==> src/rtl/evcnt_pkg.sv <==
package evcnt_pkg;
  localparam int CW = 64;
  localparam int TW = 8;

  typedef logic [CW-1:0] cnt_t;
  typedef logic [TW-1:0] evt_code_t;

  localparam evt_code_t CODE_SW      = 8'h00;
  localparam evt_code_t CODE_CHAIN   = 8'h01;
  localparam evt_code_t CODE_HW_BASE = 8'h02;

  localparam logic [7:0] A_CTRL      = 8'h00;
  localparam logic [7:0] A_ENSET     = 8'h01;
  localparam logic [7:0] A_ENCLR     = 8'h02;
  localparam logic [7:0] A_SWINC     = 8'h03;
  localparam logic [7:0] A_OVF       = 8'h04;
  localparam logic [7:0] A_IESET     = 8'h05;
  localparam logic [7:0] A_IECLR     = 8'h06;
  localparam logic [7:0] A_CNT_BASE  = 8'h10;
  localparam logic [7:0] A_TYPE_BASE = 8'h20;

  localparam int B_EN  = 0;
  localparam int B_CLR = 1;
  localparam int B_X   = 4;
  localparam int B_DP  = 5;
  localparam int B_LC  = 6;
  localparam int B_LP  = 7;
  localparam int B_N   = 11;

  // carry leaves the selected boundary on the next +1
  function automatic logic crosses_at(input cnt_t v, input logic wide);
    return wide ? (&v) : (&v[31:0]);
  endfunction

  function automatic logic carry_lo(input cnt_t v);
    return &v[31:0];
  endfunction

  function automatic cnt_t step(input cnt_t v);
    return v + cnt_t'(1);
  endfunction
endpackage

==> src/rtl/evcnt_slice.sv <==
module evcnt_slice
  import evcnt_pkg::*;
(
  input  logic clk,
  input  logic rst_n,
  input  logic wr,
  input  cnt_t wdata,
  input  logic clr,
  input  logic inc,
  input  logic wide,
  output cnt_t cnt,
  output logic ovf_evt,
  output logic carry32
);
  logic step_ok;
  assign step_ok = inc && !wr && !clr;
  assign ovf_evt = step_ok && crosses_at(cnt, wide);
  assign carry32 = step_ok && carry_lo(cnt);

  always_ff @(posedge clk or negedge rst_n) begin
    if (!rst_n)       cnt <= '0;
    else if (wr)      cnt <= wdata;
    else if (clr)     cnt <= '0;
    else if (inc)     cnt <= step(cnt);
  end
endmodule

==> src/rtl/evcnt_src.sv <==
module evcnt_src
  import evcnt_pkg::*;
#(
  parameter int NUM_EVT = 4,
  parameter bit ODD     = 1'b0
) (
  input  evt_code_t          code,
  input  logic               sw_bit,
  input  logic [NUM_EVT-1:0] evt_in,
  input  logic               chain_in,
  input  logic               run,
  input  logic               wide,
  output logic               inc,
  output logic               chain_inc
);
  logic hw_hit;
  logic chain_ok;

  always_comb begin
    hw_hit = 1'b0;
    for (int k = 0; k < NUM_EVT; k++) begin
      if (code == evt_code_t'(CODE_HW_BASE + k)) hw_hit = evt_in[k];
    end
  end

  assign chain_ok  = ODD && (code == CODE_CHAIN) && !wide;
  assign chain_inc = run && chain_ok && chain_in;
  assign inc       = run && (((code == CODE_SW) && sw_bit) || hw_hit || (chain_ok && chain_in));
endmodule

==> src/rtl/evcnt_regs.sv <==
module evcnt_regs
  import evcnt_pkg::*;
#(
  parameter int NUM_CNT = 4
) (
  input  logic                  clk,
  input  logic                  rst_n,
  input  logic                  reg_wr,
  input  logic [7:0]            reg_addr,
  input  logic [15:0]           wdata_lo,
  input  logic [NUM_CNT-1:0]    ovf_evt,
  output logic                  glob_en,
  output logic                  wide,
  output logic [CW-1:0]         ctrl_rd,
  output logic [NUM_CNT-1:0]    en_q,
  output logic [NUM_CNT-1:0]    ien_q,
  output logic [NUM_CNT-1:0]    ovf_q,
  output logic [NUM_CNT-1:0]    w1c_mask,
  output logic [NUM_CNT-1:0]    sw_pulse,
  output logic                  clr_all,
  output logic [NUM_CNT-1:0]    cnt_wr,
  output logic [NUM_CNT*TW-1:0] code_flat
);
  localparam logic [4:0] NFIELD = 5'(NUM_CNT);

  logic hit_ctrl, hit_enset, hit_enclr, hit_sw, hit_ovf, hit_ieset, hit_ieclr;
  logic f_x, f_dp, f_lc;
  logic [NUM_CNT-1:0] wmask;
  logic unused_bits;

  assign wmask     = wdata_lo[NUM_CNT-1:0];
  assign hit_ctrl  = reg_wr && (reg_addr == A_CTRL);
  assign hit_enset = reg_wr && (reg_addr == A_ENSET);
  assign hit_enclr = reg_wr && (reg_addr == A_ENCLR);
  assign hit_sw    = reg_wr && (reg_addr == A_SWINC);
  assign hit_ovf   = reg_wr && (reg_addr == A_OVF);
  assign hit_ieset = reg_wr && (reg_addr == A_IESET);
  assign hit_ieclr = reg_wr && (reg_addr == A_IECLR);

  assign sw_pulse  = hit_sw  ? wmask : '0;
  assign w1c_mask  = hit_ovf ? wmask : '0;
  assign clr_all   = hit_ctrl && wdata_lo[B_CLR];
  assign unused_bits = ^{wdata_lo[15:8], wdata_lo[3:2]};

  always_ff @(posedge clk or negedge rst_n) begin
    if (!rst_n) begin
      glob_en <= 1'b0;
      wide    <= 1'b0;
      f_x     <= 1'b0;
      f_dp    <= 1'b0;
      f_lc    <= 1'b0;
      en_q    <= '0;
      ien_q   <= '0;
      ovf_q   <= '0;
    end else begin
      if (hit_ctrl) begin
        glob_en <= wdata_lo[B_EN];
        f_x     <= wdata_lo[B_X];
        f_dp    <= wdata_lo[B_DP];
        f_lc    <= wdata_lo[B_LC];
        wide    <= wdata_lo[B_LP];
      end
      if (hit_enset) en_q  <= en_q | wmask;
      if (hit_enclr) en_q  <= en_q & ~wmask;
      if (hit_ieset) ien_q <= ien_q | wmask;
      if (hit_ieclr) ien_q <= ien_q & ~wmask;
      ovf_q <= (ovf_q & ~w1c_mask) | ovf_evt;
    end
  end

  always_comb begin
    ctrl_rd        = '0;
    ctrl_rd[B_EN]  = glob_en;
    ctrl_rd[B_X]   = f_x;
    ctrl_rd[B_DP]  = f_dp;
    ctrl_rd[B_LC]  = f_lc;
    ctrl_rd[B_LP]  = wide;
    ctrl_rd[B_N +: 5] = NFIELD;
  end

  genvar i;
  generate
    for (i = 0; i < NUM_CNT; i++) begin : g_code
      logic hit_code;
      assign hit_code = reg_wr && (reg_addr == 8'(A_TYPE_BASE + i));
      assign cnt_wr[i] = reg_wr && (reg_addr == 8'(A_CNT_BASE + i));
      always_ff @(posedge clk or negedge rst_n) begin
        if (!rst_n)        code_flat[i*TW +: TW] <= '0;
        else if (hit_code) code_flat[i*TW +: TW] <= wdata_lo[TW-1:0];
      end
    end
  endgenerate
endmodule

==> src/rtl/evcnt_bank.sv <==
module evcnt_bank
  import evcnt_pkg::*;
#(
  parameter int NUM_CNT = 4,
  parameter int NUM_EVT = 4
) (
  input  logic               clk,
  input  logic               rst_n,
  input  logic               reg_wr,
  input  logic [7:0]         reg_addr,
  input  logic [63:0]        reg_wdata,
  output logic [63:0]        reg_rdata,
  input  logic [NUM_EVT-1:0] evt_in,
  output logic               irq
);
  logic                  glob_en, wide, clr_all;
  logic [CW-1:0]         ctrl_rd;
  logic [NUM_CNT-1:0]    en_q, ien_q, ovf_q, w1c_mask, sw_pulse, cnt_wr;
  logic [NUM_CNT-1:0]    inc_vec, ovf_evt, carry32, chain_inc;
  logic [NUM_CNT*TW-1:0] code_flat;
  cnt_t                  cnt [NUM_CNT];
  cnt_t                  cnt0_mon;

  evcnt_regs #(.NUM_CNT(NUM_CNT)) regs_i (
    .clk(clk), .rst_n(rst_n), .reg_wr(reg_wr), .reg_addr(reg_addr),
    .wdata_lo(reg_wdata[15:0]), .ovf_evt(ovf_evt),
    .glob_en(glob_en), .wide(wide), .ctrl_rd(ctrl_rd),
    .en_q(en_q), .ien_q(ien_q), .ovf_q(ovf_q), .w1c_mask(w1c_mask),
    .sw_pulse(sw_pulse), .clr_all(clr_all), .cnt_wr(cnt_wr),
    .code_flat(code_flat)
  );

  genvar i;
  generate
    for (i = 0; i < NUM_CNT; i++) begin : g_cnt
      logic chain_in;
      if ((i % 2) == 1) begin : g_odd
        assign chain_in = carry32[i-1];
      end else begin : g_even
        assign chain_in = 1'b0;
      end

      evcnt_src #(.NUM_EVT(NUM_EVT), .ODD((i % 2) == 1)) src_i (
        .code(code_flat[i*TW +: TW]), .sw_bit(sw_pulse[i]), .evt_in(evt_in),
        .chain_in(chain_in), .run(glob_en && en_q[i]), .wide(wide),
        .inc(inc_vec[i]), .chain_inc(chain_inc[i])
      );

      evcnt_slice slice_i (
        .clk(clk), .rst_n(rst_n), .wr(cnt_wr[i]), .wdata(reg_wdata),
        .clr(clr_all), .inc(inc_vec[i]), .wide(wide),
        .cnt(cnt[i]), .ovf_evt(ovf_evt[i]), .carry32(carry32[i])
      );
    end
  endgenerate

  assign cnt0_mon = cnt[0];
  assign irq      = |(ovf_q & ien_q);

  always_comb begin
    reg_rdata = '0;
    case (reg_addr)
      A_CTRL:           reg_rdata = ctrl_rd;
      A_ENSET, A_ENCLR: reg_rdata = 64'(en_q);
      A_OVF:            reg_rdata = 64'(ovf_q);
      A_IESET, A_IECLR: reg_rdata = 64'(ien_q);
      default:          reg_rdata = '0;
    endcase
    for (int k = 0; k < NUM_CNT; k++) begin
      if (reg_addr == 8'(A_CNT_BASE + k))  reg_rdata = cnt[k];
      if (reg_addr == 8'(A_TYPE_BASE + k)) reg_rdata = 64'(code_flat[k*TW +: TW]);
    end
  end
endmodule

==> config.mk <==
export PLATFORM = sky130hd
export DESIGN_NAME = evcnt_bank
export DESIGN_NICKNAME = d
export VERILOG_FILES = /design/src/rtl/evcnt_pkg.sv /design/src/rtl/evcnt_slice.sv /design/src/rtl/evcnt_src.sv /design/src/rtl/evcnt_regs.sv /design/src/rtl/evcnt_bank.sv
export SDC_FILE = /design/constraint.sdc
export NUM_CORES = 1
export LEC_CHECK = 0
export BUFFER_PORTS_ARGS = -buffer_cell sky130_fd_sc_hd__buf_4
export CORE_MARGIN = 2
export CORE_UTILIZATION = 30
export CTS_CLUSTER_DIAMETER = 80
export DETAILED_ROUTE_END_ITERATION = 10
export HOLD_SLACK_MARGIN = 0.03
export PLACE_DENSITY = 0.55
export SETUP_SLACK_MARGIN = 0.5
export SYNTH_ARGS = -nofsm -noshare
export SYNTH_HDL_FRONTEND = slang
export SYNTH_SLANG_ARGS = --single-unit
export TNS_END_PERCENT = 20
==> constraint.sdc <==
create_clock -name clk -period 3.55 [get_ports clk]
set_clock_uncertainty 0.2 [all_clocks]
set_input_delay 0.355 -clock clk [delete_from_list [all_inputs] [get_ports clk]]
set_output_delay 0.355 -clock clk [all_outputs]
set_load 0.03 [all_outputs]
# Word level (Yosys, flattened, before mapping)

Index checks and enable logic that the tools add are counted.

Reduce and logical (&&, ||, !) cells: 80
Muxes and demuxes: 47
Add/subtract/negate cells: 4
Equality and inequality tests: 32
Bitwise gates (word level): 9

Operator list:

| kind                                                 | count |
|---|---|
| two-way mux 64 bit                                   | 20 |
| adder 64 x 1 -> 64 bit (second input constant)       | 4 |
| AND reduction 64 bit                                 | 4 |
| AND reduction 32 bit                                 | 4 |
| equality test 8 x 3 -> 1 bit (second input constant) | 11 |
| equality test 8 x 2 -> 1 bit (second input constant) | 10 |
| one-hot mux 14 bit (4 select lines)                  | 1 |
| logical AND 1 bit                                    | 46 |
| zero test 8 bit                                      | 5 |
| equality test 8 x 5 -> 1 bit (second input constant) | 4 |
| equality test 8 x 6 -> 1 bit (second input constant) | 4 |
| equality test 8 x 1 -> 1 bit (second input constant) | 3 |
| two-way mux 4 bit                                    | 6 |
| two-way mux 1 bit                                    | 20 |
| bitwise AND 4 bit                                    | 4 |
| OR 4 bit                                             | 3 |
| nonzero test 3 bit                                   | 4 |
| NOT 4 bit                                            | 2 |
| zero test 1 bit                                      | 6 |
| logical OR 1 bit                                     | 6 |
| nonzero test 2 bit                                   | 2 |
| OR reduction 2 bit                                   | 2 |
| OR reduction 4 bit                                   | 1 |

Output and inout bits: 65
Register bits after elaboration: 305
Word-level logic and storage cells: 188

# Logic depth before layout (Yosys ltp)

Word-level depth: 17
Depth in mapped cells: 12
Mapped depth without buffers: 8

# Hierarchy

From an unflattened synthesis, not the netlist that was laid out.

Cells, all modules: 2798
Area total of the unflattened synthesis: 23197.2 um^2

By module, submodules not included:

| module                          | cells each | area each (um^2) | instances |
|---|---|---|---|
| evcnt_slice                     | 539        | 4451.8           | 4 |
| evcnt_regs                      | 221        | 2577.5           | 1 |
| evcnt_bank                      | 369        | 2479.9           | 1 |
| evcnt_src at g_cnt[0].src_i ... | 13         | 86.3             | 2 |
| evcnt_src at g_cnt[1].src_i ... | 13         | 80.1             | 2 |

# Least setup slack after synthesis

No wires, ideal clock.

Kind: input to output
Start point: input reg_addr[1]
End point: output reg_rdata[0]
Stages on the path: 10
Data arrival time: 2724 ps
Slack: 271 ps
Path through: buf_2 or4_1 buf_2 nor2b_1 buf_2 a21oi_1 a21oi_1 a2111oi_0 or4_1 a31oi_1

Longest elaborated chain between the ends: 11
Elaborated cells between the ends (all ways): 25
Classes of those cells: 13 x eq/ne; 9 x mux; 3 x reduce/logical

Ends and longest elaborated chain:

| item                                                       | line             | text |
|---|---|---|
| start, declared                                            | evcnt_bank.sv:10 | `input logic [7:0] reg_addr,` |
| equality test 8 x 3 -> 1 bit, or another cell as far along | evcnt_bank.sv:62 | `case (reg_addr)` |
| OR reduction 2 bit                                         | evcnt_bank.sv:62 |  |
| one-hot mux 14 bit (4 select lines)                        | evcnt_bank.sv:62 |  |
| two-way mux 64 bit                                         | evcnt_bank.sv:70 | `if (reg_addr == 8'(A_CNT_BASE + k)) reg_rdata = cnt[k];` |
| two-way mux 64 bit                                         | evcnt_bank.sv:71 | `if (reg_addr == 8'(A_TYPE_BASE + k)) reg_rdata = 64'(code_flat[k*TW +: TW]);` |
| two-way mux 64 bit                                         | evcnt_bank.sv:70 |  |
| two-way mux 64 bit                                         | evcnt_bank.sv:71 |  |
| two-way mux 64 bit                                         | evcnt_bank.sv:70 |  |
| two-way mux 64 bit                                         | evcnt_bank.sv:71 |  |
| two-way mux 64 bit                                         | evcnt_bank.sv:70 |  |
| two-way mux 64 bit (*)                                     | evcnt_bank.sv:71 |  |
| end, declared                                              | evcnt_bank.sv:12 | `output logic [63:0] reg_rdata,` |

Mark *: on every way between the ends. The rest lies on a longest branch, timed or not.

# Final worst setup path

Start point: register regs_i.ovf_q[0]
End point: output reg_rdata[0]

Longest elaborated chain between the ends: 9

Ends and longest elaborated chain:

| item                                | line             | text |
|---|---|---|
| start, declared                     | evcnt_regs.sv:17 | `output logic [NUM_CNT-1:0] ovf_q,` |
| start signal, assigned              | evcnt_regs.sv:67 | `ovf_q <= (ovf_q & ~w1c_mask) \| ovf_evt;` |
| one-hot mux 14 bit (4 select lines) | evcnt_bank.sv:62 |  |
| two-way mux 64 bit                  | evcnt_bank.sv:70 |  |
| two-way mux 64 bit                  | evcnt_bank.sv:71 |  |
| two-way mux 64 bit                  | evcnt_bank.sv:70 |  |
| two-way mux 64 bit                  | evcnt_bank.sv:71 |  |
| two-way mux 64 bit                  | evcnt_bank.sv:70 |  |
| two-way mux 64 bit                  | evcnt_bank.sv:71 |  |
| two-way mux 64 bit                  | evcnt_bank.sv:70 |  |
| two-way mux 64 bit                  | evcnt_bank.sv:71 |  |

No other way between the ends.

==> out/results.txt <==
After clock tree synthesis, the clock-pin slew on the worst setup and hold paths is 0.06 ns. Of all nets on the critical path, the largest fanout is 3. Across the run, the number of max-cap violations was 0.

Instance count along the most critical hold path: 4. TritonCTS built the clock tree. Counting flops with an async set or reset pin after synthesis yields a share of 100%. The synthesized netlist cell count came out at 2727. The logs give 38 for the number of buffers created by CTS and 0 for the number of routed nets with antenna violations. For the count of final max-slew check failures, the log shows 0. The synthesis-stage register bit count is 305, and the half-perimeter wire length after detailed placement is 70500 um.

After global routing the overflow that remains totals 0. The critical path goes through mux2_4 > a221o_1 > nand3_1 > a21oi_2 > a2111oi_2 > or4_4 > a31oi_4 > buf_6. The worst hold path startpoint was reg_addr[2]. After floorplanning, the core was sized to cover 0.0683 mm2. In this run the vertical extent of the chip is 266 um. The tools report the starting utilization of the core area as 30.2%.

Setup repair after global routing could not meet its margin everywhere. Before antenna repair, the detailed router went through 5 iterations. The overall die area came out at 0.0709 mm2. Detail-routed net length per standard cell: 25.9 um. At the worst endpoint, the required time is 2.99 ns.

The synthesized design contains 0 enable-type register cells. Final cycle utilization of the critical path: 88.6%. The first-pass GRT wire length was 145000 um; the pin count of the biggest net entering global routing was 82. VDD sags by at most 0.256 mV. The worst register-to-register path has a setup slack of 0.52 ns. The via count of the first global-routing pass is 21700. Row generation in the floorplan step produced 96 rows. STA classifies the critical path endpoint as an output port. The number of nets handed over by synthesis was 2810. The flow ran to the end, and the final reports show no timing, DRC or antenna violations. The layout overhead on the synthesized area works out to 22.9%. For the number of hold-slack violations in the final timing report, the log shows 0.

The worst setup path is of the register to output port kind. Power spread over the standard cell area amounts to 343 mW/mm2. The worst path in the final design needs a cycle of 3.14 ns, including I/O delays and setup. The logs give 0 for the count of endpoints failing setup in the final report and 305 for the total clock sinks.

The capture point of the worst reg-to-reg path is g_cnt[1].slice_i.cnt[48]. The run gives 3 as the buffer depth of the longest clock path. In this run the tightest slew margin relative to its limit is 8.38%.

The min-delay analysis places its worst path in the category primary input to register. The share of the Yosys chip area taken by registers is 37.0%. The detailed-route wire length is 98800 um.

The tools report the total power draw as 8.69 mW. The tools report the count of yosys warnings during synthesis as 0. In this run the clock root is driven by a clkbuf_16. The logs give 144 for the I/O pin count and 23600 for the overall via count from detail_route.

The total negative setup slack is 0 ns, and the worst-case reg-to-reg path depth is 9. The worst register-to-register path begins at regs_i.code_flat[5]. The maximum clock rate was 0.318 GHz; the quantity of I/O buffers inserted on ports was 143. In this run the static leakage power is 10.5 nW.

At the pin with the least slew margin, the transition time is 1.37 ns. The die extent in x was 266 um; the summed instance area of the synthesized netlist was 0.0206 mm2. The largest individual stage delay along the critical path comes from the cell or4_4. The initial antenna violation count was 3.

Global routing used 27.1% of the available tracks across all layers. After detailed routing, the number of remaining DRC violations is 0. The later pin in the worst-skew pair is clocked with a latency of 0.57 ns. The worst setup path is launched from a register. In the final design database the tool counted 2991 nets.

Primary flip-flop cell chosen by synthesis mapping: dfrtp_1. The tools report the violation count after the first detailed-routing iteration as 2959. The fraction of layout cells with a size suffix above 1 was 14.8%; the unique cell type count in the Yosys netlist was 78. The delay of the slowest cell on the worst path is 0.53 ns.

A synthesized cell averages 7.57 um2. Routability-driven placement finished with a final weighted congestion of 0.955. Data arrives at the worst endpoint at 2.59 ns. The clock tree synthesis step divided the H-tree into 2 levels.

The number of vias per cell works out to 6.18.
state kept, by name, indices dropped and copies added, names as in the netlist, named ones only:
name and cells:
regs_i.f_x 1, regs_i.f_lc 1, g_cnt.slice_i.cnt 256, regs_i.wide 1, regs_i.ovf_q 4, regs_i.f_dp 1
regs_i.glob_en 1, regs_i.code_flat 32
Yosys cell counts (4+ instances only):
library cell / instances / area [um2]
and3_1: 54 / 338
nor2b_1: 4 / 25.0
o21a_1: 8 / 60.1
dfrtp_1: 305 / 7630
a32o_1: 11 / 110
o21ai_0: 231 / 1160
nand2_1: 488 / 1830
nor4_1: 10 / 62.6
xor2_1: 4 / 35.0
ha_1: 4 / 50.1
nor3b_1: 7 / 52.6
a21o_1: 16 / 120
buf_1: 21 / 78.8
a22o_1: 20 / 175
nand4_1: 54 / 338
o31ai_1: 43 / 323
nor3_1: 48 / 240
a31o_2: 4 / 35.0
nand2b_1: 11 / 68.8
a211oi_1: 10 / 75.1
o22ai_1: 9 / 56.3
a31oi_1: 46 / 288
a22oi_1: 125 / 938
or2_2: 7 / 43.8
nand3_1: 133 / 666
mux2i_1: 9 / 90.1
buf_2: 30 / 150
or4_1: 9 / 67.6
nor2_1: 192 / 721
a21oi_1: 436 / 2180
inv_1: 33 / 124
nor4b_1: 5 / 43.8
and4_1: 30 / 263
a211o_1: 4 / 35.0
mux2_2: 41 / 462
a41oi_1: 11 / 96.3
and2_1: 21 / 131
nor4_2: 6 / 75.1
clkbuf_1: 123 / 462
a221oi_1: 17 / 149
xnor2_1: 9 / 78.8
o22a_1: 5 / 43.8
or3_1: 11 / 68.8
o41ai_1: 5 / 43.8
kinds of logic (layout without fill, tap and decap cells):
kind of cell / count (synthesis) / after routing / synth area share [%]
adders and majority gates: 4 / 4 / 0.242
buffers and inverters: 214 / 424 / 4.18
xor gates and xnor gates: 13 / 13 / 0.551
and+or+nand+nor: 1107 / 1107 / 25.4
muxes: 50 / 50 / 2.67
other: 0 / 1 / 0
AOI/OAI and AO/OA: 1034 / 1034 / 30.0
DFF: 305 / 305 / 37.0
worst max path at each step:
stage,startpoint,endpoint,slack [ns],cells past startpoint
global placement,reg_addr[4],g_cnt[3].slice_i.cnt[19],0.27,8
floorplan,reg_addr[4],reg_rdata[2],0.50,6
global route,g_cnt[2].slice_i.cnt[5],g_cnt[2].slice_i.cnt[39],0.31,7
CTS,regs_i.ovf_q[0],reg_rdata[0],0.36,8
detailed placement,reg_addr[4],g_cnt[3].slice_i.cnt[18],0.17,8
finish,regs_i.ovf_q[0],reg_rdata[0],0.41,8
layout by cell type (no fill, tap or decap), types with 8 or more instances in the layout:
cell type      synthesis  layout
a31oi_1               46      45
a21o_1                16      16
mux2_2                41      40
dlygate4sd3_1          0      62
a41oi_1               11      11
mux2i_1                9       9
o22ai_1                9       9
nand2b_1              11      11
buf_4                  3     235
and2_1                21      17
inv_1                 33      33
clkbuf_8               0       8
o31ai_1               43      43
nand4_1               54      54
a221oi_1              17      17
nor4_2                 6       8
o21ai_0              231     231
clkbuf_16              0      42
nor2_1               192     187
a22o_1                20      20
and4_1                30      28
nor3_1                48      44
clkbuf_1             123      14
dfrtp_1              305     300
and3_1                54      50
a32o_1                11      11
nand3_1              133     131
or3_1                 11       9
a211oi_1              10      10
a22oi_1              125     125
nand2_1              488     484
a21oi_1              436     435
xnor2_1                9       9
buf_12                 0      21
power by group:
part           leakage, nW  internal, mW  switching (mW)
combinational         5.85         0.280           0.466
sequential            4.02          3.62           0.229
clock                0.623          2.42            1.67
total                 10.5          6.32            2.37
routing by layer:
layer  global-route usage, %  routed length, um
met5                       0                 41
met4                    11.1               4490
met3                    5.76              10700
met2                    38.4              41200
met1                    39.6              42400
worst max-delay path: cells and delay by family, from the launching register on:
family / cells / cell delay [ns]
mux: 1 / 0.18
compound gates: 4 / 0.54
buf+inv: 1 / 0.15
flops: 1 / 0.48
simple gates: 2 / 0.66
through the flow:
stage | cells | util (%) | worst slack [ns] | instance area [um2] | hold WS [ns]
floorplan | 2727 | - | 0.500 | 20700 | -0.141
global placement | 3679 | 34.0 | 0.266 | 23200 | 0.139
detailed placement | 3679 | 34.0 | 0.166 | 23200 | 0.133
CTS | 3814 | 36.9 | 0.361 | 25200 | 0.0760
global route | 3819 | 37.1 | 0.313 | 25400 | 0.111
finish | 3820 | 37.1 | 0.406 | 25400 | 0.0990
layout make-up:
class / instances / area, um2
Sequential cell: 305 / 7640
Antenna cell: 1 / 2.50
Timing Repair Buffer: 322 / 2890
Fill cell: 6982 / 43000
Tap cell: 882 / 1100
Clock buffer: 63 / 1190
Inverter: 33 / 124
Clock inverter: 6 / 80.1
Multi-Input combinational cell: 2208 / 12300
timing repair:
item | 4_1_cts | 5_1_grt
gates resized for setup | 11 | 24
hold buffers | 62 | 0
endpoints found under the hold margin | 469 | 0
buffers inserted | 3 | 4
cloned | 1 | 1
pin swaps | 4 | 6
setup endpoints to repair | 96 | 121
Power figures use the tool's default switching activity.
